<file path="src/rtl/thr_pkg.sv">
package thr_pkg;

    // Number of bits needed to carry a count from 0 up to n.
    function automatic int count_width(input int n);
        return (n < 2) ? 1 : $clog2(n + 1);
    endfunction

    // Majority threshold: ceil(n/2).
    function automatic int majority_q(input int n);
        return (n + 1) / 2;
    endfunction

    // Start of rung t inside the flat ladder table (rungs hold 1,2,4,... entries).
    function automatic int rung_base(input int t);
        return (1 << t) - 1;
    endfunction

endpackage

</file>
<file path="src/rtl/thr_cell.sv">
// One rung gate: joins a count bit with an entry from the rung below.
module thr_cell #(
    parameter bit JOIN_AND = 1'b0
) (
    input  logic a_bit,
    input  logic b_prev,
    output logic y
);
    generate
        if (JOIN_AND) begin : g_and
            assign y = a_bit & b_prev;
        end else begin : g_or
            assign y = a_bit | b_prev;
        end
    endgenerate
endmodule

</file>
<file path="src/rtl/thr_rung.sv">
// One rung of the ladder. Entry r compares the low bits of the count with r.
// Entries below IN_W OR in this rung's count bit; the rest AND it with
// the entry r-IN_W of the rung below.
module thr_rung #(
    parameter int IN_W  = 1,
    parameter int START = 0,
    parameter int OUT_W = 2
) (
    input  logic [IN_W-1:0]  prev,
    input  logic             dbit,
    output logic [OUT_W-1:0] nxt
);
    generate
        for (genvar k = 0; k < OUT_W; k++) begin : g_ent
            localparam int R = START + k;
            if (R < IN_W) begin : g_low
                thr_cell #(.JOIN_AND(1'b0)) u_cell (
                    .a_bit (dbit),
                    .b_prev(prev[R]),
                    .y     (nxt[k])
                );
            end else begin : g_high
                localparam int RL = R - IN_W;
                thr_cell #(.JOIN_AND(1'b1)) u_cell (
                    .a_bit (dbit),
                    .b_prev(prev[RL]),
                    .y     (nxt[k])
                );
            end
        end
    endgenerate
endmodule

</file>
<file path="src/rtl/count_thermo_decoder.sv">
module count_thermo_decoder
    import thr_pkg::*;
#(
    parameter int N = 15
) (
    input  logic [thr_pkg::count_width(N)-1:0] count_in,
    output logic [N-1:0]                       level_out,
    output logic                               median_out
);
    localparam int CW    = count_width(N);
    localparam int TOP   = CW - 1;
    localparam int TAB_W = (1 << CW) - 1;
    localparam int MAJ   = majority_q(N);

    // Rungs 0..TOP, rung t holds 2^t entries starting at rung_base(t).
    logic [TAB_W-1:0] tab;

    assign tab[0] = 1'b1;

    generate
        for (genvar t = 0; t < TOP; t++) begin : g_mid
            thr_rung #(
                .IN_W (1 << t),
                .START(0),
                .OUT_W(1 << (t + 1))
            ) u_rung (
                .prev(tab[rung_base(t) +: (1 << t)]),
                .dbit(count_in[t]),
                .nxt (tab[rung_base(t + 1) +: (1 << (t + 1))])
            );
        end
    endgenerate

    // Last rung: only thresholds 1..N are kept.
    thr_rung #(
        .IN_W (1 << TOP),
        .START(1),
        .OUT_W(N)
    ) u_last (
        .prev(tab[rung_base(TOP) +: (1 << TOP)]),
        .dbit(count_in[TOP]),
        .nxt (level_out)
    );

    assign median_out = level_out[MAJ-1];

endmodule

</file>
<file path="config.mk">
export PLATFORM = sky130hd
export DESIGN_NAME = count_thermo_decoder
export DESIGN_NICKNAME = d
export VERILOG_FILES = /design/src/rtl/thr_pkg.sv /design/src/rtl/thr_cell.sv /design/src/rtl/thr_rung.sv /design/src/rtl/count_thermo_decoder.sv
export SDC_FILE = /design/constraint.sdc
export NUM_CORES = 1
export LEC_CHECK = 0
export ABC_AREA = 1
export BUFFER_PORTS_ARGS = -buffer_cell sky130_fd_sc_hd__buf_2
export CAP_MARGIN = 20
export CORE_AREA = 4 4 41 43
export DETAILED_ROUTE_END_ITERATION = 7
export DIE_AREA = 0 0 45 47
export SETUP_SLACK_MARGIN = 0.02
export SLEW_MARGIN = 0
export SYNTH_ARGS = -nofsm -noshare
export SYNTH_HDL_FRONTEND = slang
export SYNTH_SLANG_ARGS = --single-unit
</file>
<file path="constraint.sdc">
create_clock -name vclk -period 1.3
set_input_delay 0.13 -clock vclk [all_inputs]
set_output_delay 0.13 -clock vclk [all_outputs]
set_load 0.01 [all_outputs]
</file>
==> metrics <==
status=finished clean; Flop pwr share=0%; # fillers=173; # nets final=49; CP delay by family, top=simple AND/OR/NAND/NOR gates; clock share of power=0%; Multi-input gate area=85.08 um^2; Critical-path top delay cell=nor2_1; Mapped Area=224.0 um^2; CP Launch Type=primary input; crit-path max FO=6; Power, Total=0.08033 mW; Worst Tran Pin Value=254.4 ps; final WL=527 um; RSZ-0062 raised after global routing=no; DRT iter0 DRCs=0; Post-CTS Setup Inserts=0; Worst EP required=1170 ps; Die H=47 um; via/cell ratio=3.621; hold crit path type=in2out; Seq cells=0; first-pass GRT wire length=869 um; arrival time at the worst endpoint=730 ps; global router's overall resource usage=5.193%; Synth Net Count=43; post-synthesis sequential area ratio=0%; max-cap violation count=0; Die ar.=0.002115 mm^2; area delta synth->final=-0.5586%; pwr dens=360.7 mW/mm^2; top cell type by total area after synthesis=buf_4; Setup violations, final=0; row count=13; Cell variety after synth=10; CTS Hold Bufs=0; Ports=20; drt wl/cell=9.086 um; initial antenna violation count=0; Int Pwr=0.03093 mW; Register Area=0 um^2; vias in the first global route=194; CP peak stage delay=230 ps; Antenna diodes=0; Pins Over Slew Limit=0; gr ovfl total=0; Setup TNS Final=0 ps; DRC=0; PortBufs=20; YS warnings=0; Final period util=65.97%; leakage power=0.1378 nW; commonest cells after routing, fill and taps aside=buf_2, nand2_1, nor2_1, inv_1; CP cell instances=buf_2, nor2_1, nand2_1, buf_2; CP dominant cell by count=buf_2; Setup CP Type=in2out; DRT Pass-1 Iters=1; Post-Syn Area per Cell=5.743 um^2; crit end category=output pin; routability cong.=0.7775; Min Clock Period, post-route=857.6 ps; antenna-violating nets left=0; combinational share of power=100.0%; maximum vdd drop=0.07495 mV; share of cells above drive strength 1=55.81%; HPWL after DPL=483.8 um; Horiz. Die Dim=45 um; PostCTS Resize Cnt=0; fmax=1.166 GHz; switch share=61.50%; WP buf/inv=2; Gate Count Post-Synth=39; largest net degree at the start of global routing=7; Final Hold Fails=0; P_sw=0.04940 mW; CLK BUF=0; commonest non-fill, non-tap cell in the layout=buf_2; core box area=0.001301 mm^2; top cells by area, synth=buf_4, nand2_1, nor2_1, o21ai_2, inv_1; via count=210; Starting Density=17.21%; Slew headroom=82.98%; post-synth top area share=53.63%
final timing paths:
kind	startpoint	endpoint	slack, ps	depth (start not counted)
hold / removal	count_in[3]	level_out[7]	520	2
setup / recovery	count_in[3]	level_out[2]	440	4
cell type report:
cell class / count / share of cell area, %
multi-input combinational: 18 / 38.20
timing repair buffer: 20 / 44.94
inverter: 5 / 8.427
tap: 15 / 8.427
power groups by stage:
stage,Clock (mW),Combinational (mW),Sequential (mW)
after floorplan,0,0.0767,0
after global placement,0,0.0812,0
after detailed placement,0,0.0824,0
after CTS,0,0.0826,0
after global routing,0,0.0924,0
final,0,0.0803,0
Yosys cell counts (all sizes together):
library cell / instances
nand2: 7
a21oi: 1
o21ai: 5
inv: 5
nor2: 5
buf: 16
cell families (layout without fill, tap and decap cells):
logic type      count (synthesis)  after routing  synth area share, %
compound gates                  6              6                16.76
buf+inv                        21             25                62.01
simple gates                   12             12                21.23
per-layer routing:
layer | wire length (um) | track usage, % | share of wire (%) | up-vias
met3 | 73 | 1.149 | 14 | 0
met1 | 210 | 6.742 | 40 | 87
li1 | - | - | - | 112
met5 | 0 | 0 | 0 | -
met4 | 0 | 0 | 0 | 0
met2 | 242 | 9.322 | 46 | 11
per-stage QoR:
step           utilization (%)  instance area, um^2  hold slack, ps  setup WS, ps  cells
6_report                 17.12                222.7           516.0         442.4     58
5_1_grt                  17.12                222.7           550.3         379.4     58
4_1_cts                  17.12                222.7           519.3         427.3     58
3_5_place_dp             17.12                222.7           518.9         427.5     58
3_3_place_gp             17.12                222.7           516.8         474.4     58
2_1_floorplan                -                224.0           351.8         667.2     39
(Power assumes the default switching activity.)
